===== src/rtl/fp4_qdq_pkg.sv =====
package fp4_qdq_pkg;
  localparam int FP_W      = 32;
  localparam int EXP_W     = 8;
  localparam int MAN_W     = 23;
  localparam int SIG_W     = MAN_W + 1;
  localparam int CODE_W    = 4;
  localparam int IDX_W     = CODE_W - 1;
  localparam int NUM_BOUND = (1 << IDX_W) - 1;
  localparam int Q_FRAC    = 2;                     // quarter resolution of y
  localparam int YQ_W      = 6;                     // {floor(4y), sticky}
  localparam int SAT_D     = YQ_W - 1 - Q_FRAC;     // exponent gap giving y >= 8
  localparam int SH_MID    = MAN_W - Q_FRAC;
  localparam int SH_W      = $clog2(SIG_W);
  localparam int SCALE_MIN = 2;
  localparam int SCALE_MAX = (1 << EXP_W) - 4;

  typedef struct packed {
    logic load;
  } qdqStrobe_t;

  // codebook magnitude times four
  function automatic int cbQuarter(int i);
    case (i)
      0: return 0;
      1: return 2;
      2: return 4;
      3: return 6;
      4: return 8;
      5: return 12;
      6: return 16;
      default: return 24;
    endcase
  endfunction

  // midpoint between entries i and i+1, in eighths (matches {4y, sticky})
  function automatic logic [YQ_W-1:0] boundQ(int i);
    return YQ_W'(cbQuarter(i) + cbQuarter(i + 1));
  endfunction
endpackage


===== src/rtl/fp4_qdq_ctrl.sv =====
module fp4_qdq_ctrl
  import fp4_qdq_pkg::*;
(
  input  logic       clk,
  input  logic       rstN,
  input  logic       inValid,
  output qdqStrobe_t strobe,
  output logic       outValid
);
  always_comb strobe.load = inValid;

  always_ff @(posedge clk or negedge rstN) begin
    if (!rstN) outValid <= 1'b0;
    else       outValid <= inValid;
  end

  AST_VALID_FOLLOW: assert property (@(posedge clk) disable iff (!rstN)
    rstN |=> (outValid == $past(inValid)));
endmodule


===== src/rtl/fp4_qdq_dp.sv =====
module fp4_qdq_dp
  import fp4_qdq_pkg::*;
(
  input  logic              clk,
  input  logic              rstN,
  input  qdqStrobe_t        strobe,
  input  logic [FP_W-1:0]   inElem,
  input  logic [EXP_W-1:0]  inScale,
  input  logic [FP_W-1:0]   snapSrc,
  output logic [CODE_W-1:0] outCode,
  output logic [FP_W-1:0]   outValue,
  output logic [EXP_W-1:0]  snapCode
);
  localparam logic signed [EXP_W+1:0] D_HI = SAT_D;
  localparam logic signed [EXP_W+1:0] D_LO = -SAT_D;

  logic                     sgn;
  logic [EXP_W-1:0]         ex;
  logic                     hidden;
  logic [EXP_W-1:0]         eEff;
  logic [SIG_W-1:0]         sig;
  logic signed [EXP_W+1:0]  diff;
  logic [SH_W-1:0]          shAmt;
  logic [SIG_W-1:0]         shifted;
  logic                     sticky;
  logic [YQ_W-1:0]          yq;
  logic [NUM_BOUND-1:0]     leVec;
  logic [IDX_W-1:0]         idx;
  logic [1:0]               kPlus1;
  logic                     manTop;
  logic [EXP_W-1:0]         resExp;
  logic [FP_W-1:0]          resVal;

  // y = |x| / scale brought to fixed point with two fraction bits plus sticky
  always_comb begin
    sgn     = inElem[FP_W-1];
    ex      = inElem[FP_W-2 -: EXP_W];
    hidden  = |ex;
    eEff    = hidden ? ex : EXP_W'(1);
    sig     = {hidden, inElem[MAN_W-1:0]};
    diff    = $signed({2'b00, eEff}) - $signed({2'b00, inScale});
    shAmt   = SH_W'(SH_MID - int'(diff));
    shifted = sig >> shAmt;
    sticky  = ((shifted << shAmt) != sig);
    if (diff >= D_HI)      yq = '1;
    else if (diff <= D_LO) yq = {{(YQ_W-1){1'b0}}, |sig};
    else                   yq = {shifted[YQ_W-2:0], sticky};
  end

  // seven comparators, all evaluated every cycle
  for (genvar g = 0; g < NUM_BOUND; g++) begin : gBound
    assign leVec[g] = (yq <= boundQ(g));
  end

  // priority chain: lowest boundary that holds wins
  always_comb begin
    idx = IDX_W'(NUM_BOUND);
    for (int i = NUM_BOUND - 1; i >= 0; i--)
      if (leVec[i]) idx = IDX_W'(i);
  end

  // rebuild: exponent offset (plus one) and leading mantissa bit per entry
  always_comb begin
    case (idx)
      3'd1:    begin kPlus1 = 2'd0; manTop = 1'b0; end
      3'd2:    begin kPlus1 = 2'd1; manTop = 1'b0; end
      3'd3:    begin kPlus1 = 2'd1; manTop = 1'b1; end
      3'd4:    begin kPlus1 = 2'd2; manTop = 1'b0; end
      3'd5:    begin kPlus1 = 2'd2; manTop = 1'b1; end
      3'd6:    begin kPlus1 = 2'd3; manTop = 1'b0; end
      3'd7:    begin kPlus1 = 2'd3; manTop = 1'b1; end
      default: begin kPlus1 = 2'd0; manTop = 1'b0; end
    endcase
    resExp = inScale + EXP_W'(kPlus1) - EXP_W'(1);
    if (idx == '0) resVal = {sgn, {(FP_W-1){1'b0}}};
    else           resVal = {sgn, resExp, manTop, {(MAN_W-1){1'b0}}};
  end

  always_ff @(posedge clk or negedge rstN) begin
    if (!rstN) begin
      outCode  <= '0;
      outValue <= '0;
    end else if (strobe.load) begin
      outCode  <= {sgn, idx};
      outValue <= resVal;
    end
  end

  assign snapCode = snapSrc[FP_W-2 -: EXP_W];

  AST_SCALE_RANGE: assert property (@(posedge clk) disable iff (!rstN)
    rstN && strobe.load |-> (inScale >= EXP_W'(SCALE_MIN)) && (inScale <= EXP_W'(SCALE_MAX)));
  AST_HOLD_IDLE: assert property (@(posedge clk) disable iff (!rstN)
    rstN && !strobe.load |=> $stable(outCode) && $stable(outValue));
  AST_SIGN_KEEP: assert property (@(posedge clk) disable iff (!rstN)
    rstN && strobe.load |=> (outCode[CODE_W-1] == $past(inElem[FP_W-1])) && (outValue[FP_W-1] == outCode[CODE_W-1]));
  AST_SAT_TOP: assert property (@(posedge clk) disable iff (!rstN)
    rstN && strobe.load && ({2'b00, inElem[FP_W-2 -: EXP_W]} >= {2'b00, inScale} + 10'(SAT_D))
    |=> outCode[IDX_W-1:0] == IDX_W'(NUM_BOUND));
  AST_ZERO_IN: assert property (@(posedge clk) disable iff (!rstN)
    rstN && strobe.load && (inElem[FP_W-2:0] == '0) |=> (outCode[IDX_W-1:0] == '0) && (outValue[FP_W-2:0] == '0));
endmodule


===== src/rtl/fp4_qdq.sv =====
module fp4_qdq
  import fp4_qdq_pkg::*;
(
  input  logic              clk,
  input  logic              rstN,
  input  logic              inValid,
  input  logic [FP_W-1:0]   inElem,
  input  logic [EXP_W-1:0]  inScale,
  input  logic [FP_W-1:0]   snapSrc,
  output logic              outValid,
  output logic [CODE_W-1:0] outCode,
  output logic [FP_W-1:0]   outValue,
  output logic [EXP_W-1:0]  snapCode
);
  qdqStrobe_t strobe;

  fp4_qdq_ctrl uCtrl (
    .clk      (clk),
    .rstN     (rstN),
    .inValid  (inValid),
    .strobe   (strobe),
    .outValid (outValid)
  );

  fp4_qdq_dp uDp (
    .clk      (clk),
    .rstN     (rstN),
    .strobe   (strobe),
    .inElem   (inElem),
    .inScale  (inScale),
    .snapSrc  (snapSrc),
    .outCode  (outCode),
    .outValue (outValue),
    .snapCode (snapCode)
  );
endmodule


===== config.mk =====
export PLATFORM = sky130hd
export DESIGN_NAME = fp4_qdq
export DESIGN_NICKNAME = d
export VERILOG_FILES = /design/src/rtl/fp4_qdq_pkg.sv /design/src/rtl/fp4_qdq_ctrl.sv /design/src/rtl/fp4_qdq_dp.sv /design/src/rtl/fp4_qdq.sv
export SDC_FILE = /design/constraint.sdc
export NUM_CORES = 1
export LEC_CHECK = 0
export BUFFER_PORTS_ARGS = -buffer_cell sky130_fd_sc_hd__buf_2
export CORE_ASPECT_RATIO = 1.2
export CORE_UTILIZATION = 55
export DETAILED_ROUTE_END_ITERATION = 10
export PLACE_DENSITY = 0.81
export SYNTH_ARGS = -nofsm -noshare
export SYNTH_HDL_FRONTEND = slang
export SYNTH_SLANG_ARGS = --single-unit

===== constraint.sdc =====
create_clock -name clk -period 0.9 [get_ports clk]
set_input_delay 0.135 -clock clk [delete_from_list [all_inputs] [get_ports clk]]
set_output_delay 0.135 -clock clk [all_outputs]
set_load 0.01 [all_outputs]

==> results.sh, run 1 <==
export IMPL_num_rows=35
export IMPL_synth_seq_cells=14
export IMPL_io_buffers=57
export IMPL_synthFlopType="dfrtp_1"
export IMPL_numClockSinks=14
export IMPL_grtUsageTotal_pct=83.3
export IMPL_error_line="[ERROR GRT-0232] Routing congestion too high. Check the congestion heatmap in the GUI."
export IMPL_synth_cell_types=81
export IMPL_gr_total_overflow=198
export IMPL_clockRootBuffer="clkbuf_8"
export IMPL_initial_core_util_pct=57.6
export IMPL_die_x_um=84.2
export IMPL_synth_top_area_share_pct=7.85
export IMPL_gp_congestion=1.22
export IMPL_synthArstFlopShare_pct=100
export IMPL_dieHeight_um=101
export IMPL_yosys_top_cells_count="nor2_1 (53), buf_4 (35), nand2_1 (34)"
export IMPL_yosys_warnings=0
export IMPL_cts_htree_levels=1
export IMPL_numCtsBuffers=3
export IMPL_ys_top_cells_by_area="dfrtp_1 (7.9%), mux2_2 (7.6%), buf_4 (5.9%)"
export IMPL_synth_mux_area_share_pct=16.4
export IMPL_worst_endpoint="uDp.outValue[30]$_DFFE_PN0P_/D"
export IMPL_grt_start_max_net_pins=31
export IMPL_synth_compound_gate_area_share_pct=30.7
export IMPL_ios=120
export IMPL_synth_top_family_by_area="compound AO/OA/AOI/OAI gates"
export IMPL_hpwl_um=16100
export IMPL_clk_path_buf_depth=2
export IMPL_endpoint_type="sequential cell input"
export IMPL_synth_xor_xnor_area_share_pct=4.82
export IMPL_synthMostInstantiatedCell="nor2_1"
export IMPL_syn_inst=597
export IMPL_synth_seq_area_share_pct=7.85
export IMPL_synth_avg_cell_area_um2=7.47
export IMPL_placedCellCount=914
export IMPL_status="did not finish"
export IMPL_synthSimpleGateAreaFrac_pct=20.3
export IMPL_placed_area_mm2=0.00628
export IMPL_synthAdderAreaFrac_pct=6.51
export IMPL_syn_area_mm2=0.00446
export IMPL_lastStage="global routing"
export IMPL_synth_top_area_cell="dfrtp_1"
export IMPL_synth_edf_count=0
-- repair_timing --
item / CTS
endpoints found under the setup margin: 25
endpoints found under the hold margin: 14
buffers inserted: 40
pin swaps: 36
hold buffers: 1
resized for setup: 58
-- routing by layer --
| layer | GRT overflow | track usage [%] |
|---|---|---|
| met5 | 0 | 14.5 |
| met4 | 64 | 97.2 |
| met3 | 4 | 61.3 |
| met2 | 124 | 105 |
| met1 | 6 | 79.5 |
-- per-stage QoR --
step / worst slack (ns) / setup TNS (ns) / util (%)
after floorplan: -5.78 / -60.54 / -
after global placement: -6.09 / -64.52 / 81.0
after detailed placement: -6.25 / -66.27 / 81.0
after CTS: -5.65 / -60.22 / 89.0
-- kinds of logic after synthesis --
| group | after synthesis |
|---|---|
| AOI/OAI and AO/OA | 187 |
| and+or+nand+nor | 182 |
| buffers and inverters | 110 |
| muxes | 62 |
| adders and majority gates | 22 |
| xor gates and xnor gates | 19 |
| DFF | 14 |
| other | 1 |
==> run 2: changes to the inputs <==
--- a/config.mk
+++ b/config.mk
@@ -6,10 +6,9 @@
 export NUM_CORES = 1
 export LEC_CHECK = 0
 export BUFFER_PORTS_ARGS = -buffer_cell sky130_fd_sc_hd__buf_2
-export CORE_ASPECT_RATIO = 1.2
-export CORE_UTILIZATION = 55
+export CORE_UTILIZATION = 40
 export DETAILED_ROUTE_END_ITERATION = 10
-export PLACE_DENSITY = 0.81
+export PLACE_DENSITY_LB_ADDON = 0.15
 export SYNTH_ARGS = -nofsm -noshare
 export SYNTH_HDL_FRONTEND = slang
 export SYNTH_SLANG_ARGS = --single-unit
==> run 2 against run 1 <==
  * The flow now finishes, with violations (negative setup slack)
  * Area after synthesis unchanged
  * Synthesized cell count stayed put
==> results.sh, run 2 <==
export IMPL_synth_top_area_cell="dfrtp_1"
export IMPL_dieArea_mm2=0.0116
export IMPL_avgViaCountPerCell=5.96
export IMPL_ios=120
export IMPL_synth_seq_cells=14
export IMPL_hold_class="in2reg"
export IMPL_antenna_found_initial=0
export IMPL_vias=6063
export IMPL_num_rows=38
export IMPL_comb_power_share_pct=91.1
export IMPL_finalSetupViolations=21
export IMPL_cpPeakStageDelay_ns=0.59
export IMPL_violations="negative setup slack"
export IMPL_ys_top_cells_by_area="dfrtp_1 (7.9%), mux2_2 (7.6%), buf_4 (5.9%)"
export IMPL_numCtsBuffers=3
export IMPL_critPathMaxFanout=7
export IMPL_powerDensity_mw_per_mm2=2460
export IMPL_nNetsFinal=975
export IMPL_coreArea_mm2=0.0108
export IMPL_yosys_warnings=0
export IMPL_synth_edf_count=0
export IMPL_crit_required_ns=1.03
export IMPL_vdd_ir_drop_max_uv=1430
export IMPL_switching_share_pct=47.9
export IMPL_hold_viol_final=0
export IMPL_clockRootBuffer="clkbuf_8"
export IMPL_largest_reg_flops=10
export IMPL_rsz0062_at_grt="true"
export IMPL_regArea_um2=350
export IMPL_synthFlopType="dfrtp_1"
export IMPL_syn_inst=597
export IMPL_drc=0
export IMPL_grt_start_max_net_pins=24
export IMPL_n_antenna_cell=0
export IMPL_die_x_um=108
export IMPL_synth_cell_types=81
export IMPL_total_power_mw=18.2
export IMPL_intPower_mw=9.48
export IMPL_wl_per_cell_um=20.7
export IMPL_slew_headroom_pct=58.0
export IMPL_synthArstFlopShare_pct=100
export IMPL_numClockSinks=14
export IMPL_cts_htree_levels=1
export IMPL_startpoint_type="input pin"
export IMPL_crit_path_end_kind="flip-flop"
export IMPL_cts_tree="done"
export IMPL_clock_latency_ns=0.25
export IMPL_yosys_top_cells_count="nor2_1 (53), buf_4 (35), nand2_1 (34)"
export IMPL_hpwl_um=16300
export IMPL_p_leak_nw=3.46
export IMPL_path_clk_slew_ns=0.06
export IMPL_drt_first_pass_iters=5
export IMPL_multi_input_area_mm2=0.00422
export IMPL_grtUsageTotal_pct=36.5
export IMPL_final_cell_mix="buf_4 (251), buf_2 (57), nor2_1 (47)"
export IMPL_slowest_stage="fa_2"
export IMPL_maxCapViolCount=0
export IMPL_postLayoutCellArea_mm2=0.00742
export IMPL_seqPwrFrac_pct=5.4
export IMPL_drt_wl_total_um=21100
export IMPL_clk_path_buf_depth=2
export IMPL_drive_gt1_share_pct=55.4
export IMPL_synth_seq_area_share_pct=7.85
export IMPL_dieHeight_um=108
export IMPL_io_buffers=57
export IMPL_reg_top3="uDp.outValue: 10 flops, uDp.outCode: 3 flops, uCtrl.outValid: 1 flops"
export IMPL_largest_register="uDp.outValue"
export IMPL_syn_area_mm2=0.00446
export IMPL_synthMostInstantiatedCell="nor2_1"
export IMPL_drt_initial_drc_count=547
export IMPL_grt_pass1_vias=6121
export IMPL_critical_path_class="in2reg"
export IMPL_final_setup_worst_slack_ns=-5.78
export IMPL_period_share_pct=742
export IMPL_finClkSkew_ns=0
export IMPL_synth_avg_cell_area_um2=7.47
export IMPL_antenna_left=0
export IMPL_drv_slew=0
export IMPL_layout_commonest_cell="buf_4"
export IMPL_fmax_mhz=150
export IMPL_arrival_ns=6.80
export IMPL_cpMostUsedCell="inv_2"
export IMPL_synth_top_area_share_pct=7.85
export IMPL_switchingPower_mw=8.72
export IMPL_grt_pass1_wl_um=32700
export IMPL_fill_cells=893
export IMPL_status="finished with violations"
export IMPL_pwr_share_clk_pct=3.4
export IMPL_placed_area_mm2=0.00645
export IMPL_layout_min_cycle_time_ns=6.68
export IMPL_gr_total_overflow=0
export IMPL_initial_core_util_pct=41.2
export IMPL_area_growth_pct=66.2
export IMPL_tightest_slew_ns=0.627
export IMPL_gp_congestion=1.04
run 2: cell counts after synthesis:
Identical to the previous run, type by type.
run 2: area by class of cell:
| class | instances | share of cell area, % |
|---|---|---|
| Multi-Input combinational cell | 494 | 56.8 |
| Timing Repair Buffer | 332 | 33.6 |
| Sequential cell | 14 | 4.72 |
| Tap cell | 140 | 2.36 |
| Inverter | 33 | 1.70 |
| Clock buffer | 4 | 0.742 |
run 2: worst paths after layout:
| path | start | to | slack, ns | depth (start not counted) |
|---|---|---|---|---|
| min | inElem[31] | uDp.outValue[31] | 0.12 | 2 |
| min reg2reg | uDp.outCode[2] | uDp.outCode[2] | 0.51 | 1 |
| max in group asynchronous | rstN | uDp.outValue[29] | 0.34 | 2 |
| max reg2reg | uDp.outValue[31] | uDp.outValue[31] | 0.13 | 1 |
| min in group asynchronous | rstN | uDp.outValue[24] | 0.32 | 2 |
| max | inElem[30] | uDp.outValue[30] | -5.78 | 37 |
run 2: worst max-delay path: cells and delay by family:
family,cells,cell delay (ns)
AND/OR/NAND/NOR,9,1.90
adder cells (fa/ha/maj),6,1.76
AO/OA/AOI/OAI,9,1.16
multiplexers,4,0.87
buffers and inverters,8,0.80
XOR/XNOR,1,0.16
run 2: what timing repair did:
action / 4_1_cts / 5_1_grt
gates cloned: 2 / 0
hold buffers: 1 / 0
resized for setup: 103 / 21
pin swaps: 48 / 5
endpoints found under the setup margin: 24 / 27
buffers inserted: 28 / 5
hold endpoints to repair: 14 / 0
run 2: power by group through the flow:
| stage | sequential, mW | combinational [mW] | clock (mW) |
|---|---|---|---|
| final | 0.989 | 16.6 | 0.625 |
| after global routing | 1.01 | 17.4 | 0.667 |
| after CTS | 0.988 | 15.7 | 0.636 |
| after detailed placement | 0.988 | 13.3 | 0 |
| after global placement | 0.990 | 13.3 | 0 |
| after floorplan | 1.11 | 7.20 | 0 |
run 2: cell families after synthesis:
group / Yosys count / synth area share (%)
AO/OA/AOI/OAI: 187 / 30.7
AND/OR/NAND/NOR: 182 / 20.3
flip-flops: 14 / 7.85
XOR/XNOR: 19 / 4.82
multiplexers: 62 / 16.4
adder cells (fa/ha/maj): 22 / 6.51
other: 1 / 0.0840
buffers and inverters: 110 / 13.3
run 2: layer usage:
metal | wire length, um | global-route usage [%] | vias up | part of all wire [%]
met4 | 1010 | 15.4 | 0 | 4.8
met1 | 8890 | 48.9 | 2880 | 42
met3 | 1800 | 5.08 | 87 | 8.5
li1 | - | - | 2764 | -
met5 | 0 | 0 | - | 0
met2 | 9390 | 58.5 | 332 | 45
run 2: metrics by stage:
stage | instances | util, % | hold WS (ns) | setup TNS, ns | worst slack, ns
final | 1017 | 68.4 | 0.122 | -60.91 | -5.78
after global placement | 978 | 59.5 | 0.0349 | -65.11 | -6.12
after floorplan | 618 | - | -0.161 | -60.54 | -5.78
after detailed placement | 978 | 59.5 | 0.0480 | -66.79 | -6.26
after global routing | 1017 | 68.4 | 0.119 | -63.58 | -6.08
after CTS | 1012 | 67.1 | 0.119 | -59.48 | -5.60
Note: power is estimated with default switching activity, not from simulation.
==> run 3: changes to the inputs <==
==> constraint.sdc (replaced) <==
create_clock -name clk -period 0.9 [get_ports clk]
set_input_delay 0 -clock clk [delete_from_list [all_inputs] [get_ports clk]]
set_output_delay 0 -clock clk [all_outputs]
set_load 0.01 [all_outputs]
==> run 3 against run 2 <==
  * The run still ends with negative setup slack left
  * Register-to-register slack about the same
  * Critical endpoint unchanged
  * Via count down 1.2%
  * Largest cell class unchanged
  * Cell count down 2.0%
  * Worst setup slack better by 0.18 ns
  * Utilization down 2.5 points
  * First-iteration DRC count up 9.5%
==> results.sh, run 3 (synthesized netlist as in run 2, its figures left out) <==
export IMPL_ios=120
export IMPL_n_antenna_cell=0
export IMPL_die_x_um=108
export IMPL_dieArea_mm2=0.0116
export IMPL_drt_first_pass_iters=7
export IMPL_layout_min_cycle_time_ns=6.50
export IMPL_powerDensity_mw_per_mm2=2420
export IMPL_drive_gt1_share_pct=52.5
export IMPL_slew_headroom_pct=54.2
export IMPL_critPathMaxFanout=6
export IMPL_avgViaCountPerCell=6.01
export IMPL_tightest_slew_ns=0.684
export IMPL_slowest_stage="fa_2"
export IMPL_finalSetupViolations=12
export IMPL_initial_core_util_pct=41.2
export IMPL_area_growth_pct=60.2
export IMPL_hold_class="in2out"
export IMPL_crit_required_ns=1.03
export IMPL_grt_pass1_vias=5889
export IMPL_hpwl_um=15600
export IMPL_final_setup_worst_slack_ns=-5.60
export IMPL_cpPeakStageDelay_ns=0.58
export IMPL_cpMostUsedCell="inv_2"
export IMPL_io_buffers=57
export IMPL_finClkSkew_ns=0
export IMPL_wl_per_cell_um=19.9
export IMPL_cts_htree_levels=1
export IMPL_grt_pass1_wl_um=31300
export IMPL_reg_top3="uDp.outValue: 10 flops, uDp.outCode: 3 flops, uCtrl.outValid: 1 flops"
export IMPL_final_cell_mix="buf_4 (237), buf_2 (54), nor2_1 (46)"
export IMPL_maxCapViolCount=0
export IMPL_grt_start_max_net_pins=32
export IMPL_rsz0062_at_grt="true"
export IMPL_vdd_ir_drop_max_uv=1750
export IMPL_drv_slew=0
export IMPL_startpoint_type="input pin"
export IMPL_status="finished with violations"
export IMPL_post_route_util_pct=65.9
export IMPL_drc=0
export IMPL_numCtsBuffers=3
export IMPL_path_clk_slew_ns=0.06
export IMPL_arrival_ns=6.63
export IMPL_grtUsageTotal_pct=34.5
export IMPL_fmax_mhz=154
export IMPL_gr_total_overflow=0
export IMPL_clk_path_buf_depth=2
export IMPL_drt_initial_drc_count=599
export IMPL_antenna_found_initial=0
export IMPL_coreArea_mm2=0.0108
export IMPL_largest_register="uDp.outValue"
export IMPL_layout_commonest_cell="buf_4"
export IMPL_drt_wl_total_um=19800
export IMPL_p_leak_nw=3.32
export IMPL_placedCellCount=960
export IMPL_violations="negative setup slack"
export IMPL_cts_tree="done"
export IMPL_clockRootBuffer="clkbuf_8"
export IMPL_nNetsFinal=955
export IMPL_clock_latency_ns=0.24
export IMPL_numClockSinks=14
export IMPL_crit_path_end_kind="flip-flop"
export IMPL_hold_viol_final=0
export IMPL_num_rows=38
export IMPL_holdWs_ns=0.00000445
export IMPL_period_share_pct=722
export IMPL_instances_no_fill=997
export IMPL_gp_congestion=0.967
export IMPL_dieHeight_um=108
export IMPL_antenna_left=0
export IMPL_largest_reg_flops=10
export IMPL_fill_cells=939
export IMPL_vias=5988
export IMPL_critical_path_class="in2reg"
export IMPL_setup_tns_ns=-59.64
[run 3: cell count changes in the layout (fill, tap and decap cells not counted), moves of 3 or more]
cell	change
o21ai_1	+5
o22ai_2	-5
o21ai_0	-4
o22ai_1	+5
nor3_2	-3
buf_6	-3
buf_4	-14
buf_2	-3
[run 3: final timing paths]
| kind | startpoint | to | slack [ns] | cells past startpoint |
|---|---|---|---|---|
| max in group asynchronous | rstN | uDp.outValue[22] | 0.45 | 2 |
| min | snapSrc[23] | snapCode[0] | 0.000004 | 0 |
| max | inElem[26] | uDp.outValue[30] | -5.60 | 34 |
| max reg2reg | uDp.outCode[2] | uDp.outCode[2] | 0.13 | 1 |
| min reg2reg | uDp.outCode[1] | uDp.outCode[1] | 0.53 | 2 |
| min in group asynchronous | rstN | uDp.outValue[30] | 0.22 | 2 |
[run 3: repair_timing]
action / CTS / global route
endpoints found under the hold margin: 16 / 0
buffers inserted: 27 / 8
hold buffers: 3 / 0
endpoints found under the setup margin: 12 / 12
pin swaps: 40 / 16
resized for setup: 101 / 13
[run 3: worst max-delay path, delay by kind of cell]
| family | cells | cell delay (ns) |
|---|---|---|
| buf+inv | 6 | 0.53 |
| compound gates | 12 | 2.09 |
| fa+ha+maj | 6 | 1.69 |
| xor+xnor | 1 | 0.13 |
| simple gates | 7 | 1.72 |
| mux | 2 | 0.46 |
[run 3: area by class of cell]
class / count / area (um2) / share of cell area (%)
Multi-Input combinational cell: 494 / 4140 / 57.9
Inverter: 33 / 124 / 1.73
Tap cell: 140 / 175 / 2.45
Sequential cell: 14 / 350 / 4.90
Timing Repair Buffer: 312 / 2310 / 32.3
Clock buffer: 4 / 55.1 / 0.770
[run 3: power breakdown]
group	internal, mW	switching [mW]
logic	7.66	8.03
registers	0.867	0.124
clock network	0.387	0.221
total	8.92	8.37
[run 3: routing by layer]
layer	wire, um	vias to the layer above	track usage, %
met5	0	-	0
met3	1690	76	5.21
li1	-	2726	-
met1	8260	2841	46.6
met4	823	0	13.4
met2	9040	345	54.9
[run 3: through the flow]
| step | power (mW) | cell area (um2) | worst slack [ns] |
|---|---|---|---|
| global route | 18.1 | 7150 | -5.81 |
| CTS | 16.5 | 7030 | -5.50 |
| detailed placement | 13.8 | 6310 | -6.23 |
| global placement | 13.9 | 6310 | -6.08 |
| finish | 17.3 | 7150 | -5.60 |
| floorplan | 8.31 | 4630 | -5.65 |
==> run 4: changes to the inputs <==
--- a/config.mk
+++ b/config.mk
@@ -6,6 +6,7 @@
 export NUM_CORES = 1
 export LEC_CHECK = 0
 export BUFFER_PORTS_ARGS = -buffer_cell sky130_fd_sc_hd__buf_2
+export CORE_ASPECT_RATIO = 1.5
 export CORE_UTILIZATION = 40
 export DETAILED_ROUTE_END_ITERATION = 10
 export PLACE_DENSITY_LB_ADDON = 0.15
==> run 4 against run 3 <==
  * The flow still finishes with violations (negative setup slack)
  * Combinational power is 3% higher
  * Sequential share of layout area is 0.12 points lower
  * Utilization is 2.6 points higher
  * Worst setup slack worse by 0.076 ns
  * First-iteration DRC count is 28% lower
  * Maximum frequency is 1.2% lower
  * Critical path type unchanged
==> results.sh, run 4 (synthesized netlist as in run 2, its figures left out) <==
export IMPL_hold_class="in2out"
export IMPL_tightest_slew_ns=0.574
export IMPL_cts_htree_levels=1
export IMPL_drt_first_pass_iters=5
export IMPL_n_antenna_cell=0
export IMPL_arrival_ns=6.69
export IMPL_clockRootBuffer="clkbuf_16"
export IMPL_wl_met3_um=1270
export IMPL_grtUsageTotal_pct=36.8
export IMPL_hold_viol_final=0
export IMPL_drt_initial_drc_count=429
export IMPL_die_x_um=88.2
export IMPL_reg2reg_setup_slack_ns=0.13
export IMPL_status="finished with violations"
export IMPL_num_rows=46
export IMPL_vias=5998
export IMPL_total_power_mw=17.9
export IMPL_crit_required_ns=1.02
export IMPL_clk_path_buf_depth=2
export IMPL_grt_start_max_net_pins=26
export IMPL_final_setup_worst_slack_ns=-5.67
export IMPL_p_leak_nw=3.46
export IMPL_drive_gt1_share_pct=53.3
export IMPL_wl_met1_um=7300
export IMPL_area_growth_pct=64.3
export IMPL_numCtsBuffers=3
export IMPL_antenna_left=0
export IMPL_avgViaCountPerCell=5.88
export IMPL_path_clk_slew_ns=0.04
export IMPL_numClockSinks=14
export IMPL_holdWs_ns=0.00000449
export IMPL_vdd_ir_drop_max_uv=1040
export IMPL_initial_core_util_pct=41.7
export IMPL_cts_tree="done"
export IMPL_layout_min_cycle_time_ns=6.57
export IMPL_preCtsSetupSlack_ns=-6.17
export IMPL_antenna_found_initial=0
export IMPL_met2_length_um=10900
export IMPL_layout_commonest_cell="buf_4"
export IMPL_top_layer_used="met4"
export IMPL_cpPeakStageDelay_ns=0.55
export IMPL_drt_wl_total_um=21500
export IMPL_slowest_stage="or4_4"
export IMPL_powerDensity_mw_per_mm2=2440
export IMPL_largest_register="uDp.outValue"
export IMPL_critPathMaxFanout=6
export IMPL_violations="negative setup slack"
export IMPL_reg_top3="uDp.outValue: 10 flops, uDp.outCode: 3 flops, uCtrl.outValid: 1 flops"
export IMPL_dieArea_mm2=0.0116
export IMPL_maxCapViolCount=0
export IMPL_nNetsFinal=975
export IMPL_grt_pass1_wl_um=32600
export IMPL_finalSetupViolations=12
export IMPL_drc=0
export IMPL_rsz0062_at_grt="true"
export IMPL_finClkSkew_ns=0
export IMPL_fmax_mhz=152
export IMPL_startpoint_type="input pin"
export IMPL_critical_path_class="in2reg"
export IMPL_io_buffers=57
export IMPL_dieHeight_um=131
export IMPL_grt_pass1_vias=6160
export IMPL_period_share_pct=731
export IMPL_coreArea_mm2=0.0107
export IMPL_drv_slew=0
export IMPL_slew_headroom_pct=61.6
export IMPL_largest_reg_flops=10
export IMPL_clock_latency_ns=0.24
export IMPL_hpwl_um=16900
export IMPL_ios=120
export IMPL_gr_total_overflow=0
export IMPL_final_cell_mix="buf_4 (247), buf_2 (53), nor2_1 (48)"
export IMPL_crit_path_end_kind="flip-flop"
export IMPL_wl_per_cell_um=21.0
export IMPL_gp_congestion=1.03
-- run 4: changes by cell type in the layout (fill, tap and decap cells not counted), sizes merged --
cell,previous run,this run
buf,309,330
dlygate4sd3,3,2
clkbuf,4,3
-- run 4: final timing paths --
path | from | to | cells after the start
max | inElem[23] | uDp.outValue[30] | 35
min | snapSrc[30] | snapCode[7] | 0
max reg2reg | uDp.outValue[31] | uDp.outValue[31] | 1
min reg2reg | uDp.outCode[2] | uDp.outCode[2] | 1
max in group asynchronous | rstN | uDp.outValue[24] | 2
min in group asynchronous | rstN | uDp.outValue[23] | 2
-- run 4: timing repair --
| action | in CTS | in global routing |
|---|---|---|
| endpoints found under the setup margin | 12 | 12 |
| hold endpoints to repair | 15 | 0 |
| cloned | 1 | 0 |
| hold buffers | 2 | 0 |
| buffers inserted | 25 | 15 |
| resized for setup | 66 | 32 |
| pin swaps | 34 | 35 |
-- run 4: per-stage QoR --
step	utilization [%]	instances	area, um2	setup TNS (ns)
CTS	65.9	1005	7060	-58.37
floorplan	-	618	4630	-58.92
finish	68.5	1020	7330	-60.08
detailed placement	60.0	974	6420	-65.25
global route	68.5	1020	7330	-62.17
global placement	60.0	974	6420	-65.30
-- run 4: critical path, delay by kind of cell --
kind | cells | cell delay, ns
muxes | 3 | 0.74
buffers and inverters | 6 | 0.49
adders and majority gates | 6 | 1.78
AOI/OAI and AO/OA | 11 | 1.66
and+or+nand+nor | 8 | 1.86
xor gates and xnor gates | 1 | 0.14
-- run 4: where the power goes --
part	leakage [nW]	internal, mW	switching [mW]	total [mW]
logic	3.25	8.02	8.05	16.1
registers	0.170	0.869	0.124	0.993
clock network	0.0370	0.579	0.232	0.811
-- run 4: layout make-up --
cell class / count / area [um2]
Multi-Input combinational cell: 494 / 4070
Timing Repair Buffer: 332 / 2540
Fill cell: 913 / 3370
Tap cell: 144 / 180
Inverter: 33 / 124
Clock buffer: 3 / 75.1
Sequential cell: 14 / 350
-- run 4: layer usage --
layer	vias to the layer above	track usage, %
met5	-	0
li1	2759	-
met1	2825	38.4
met4	0	28.4
met2	313	65.1
met3	101	3.27
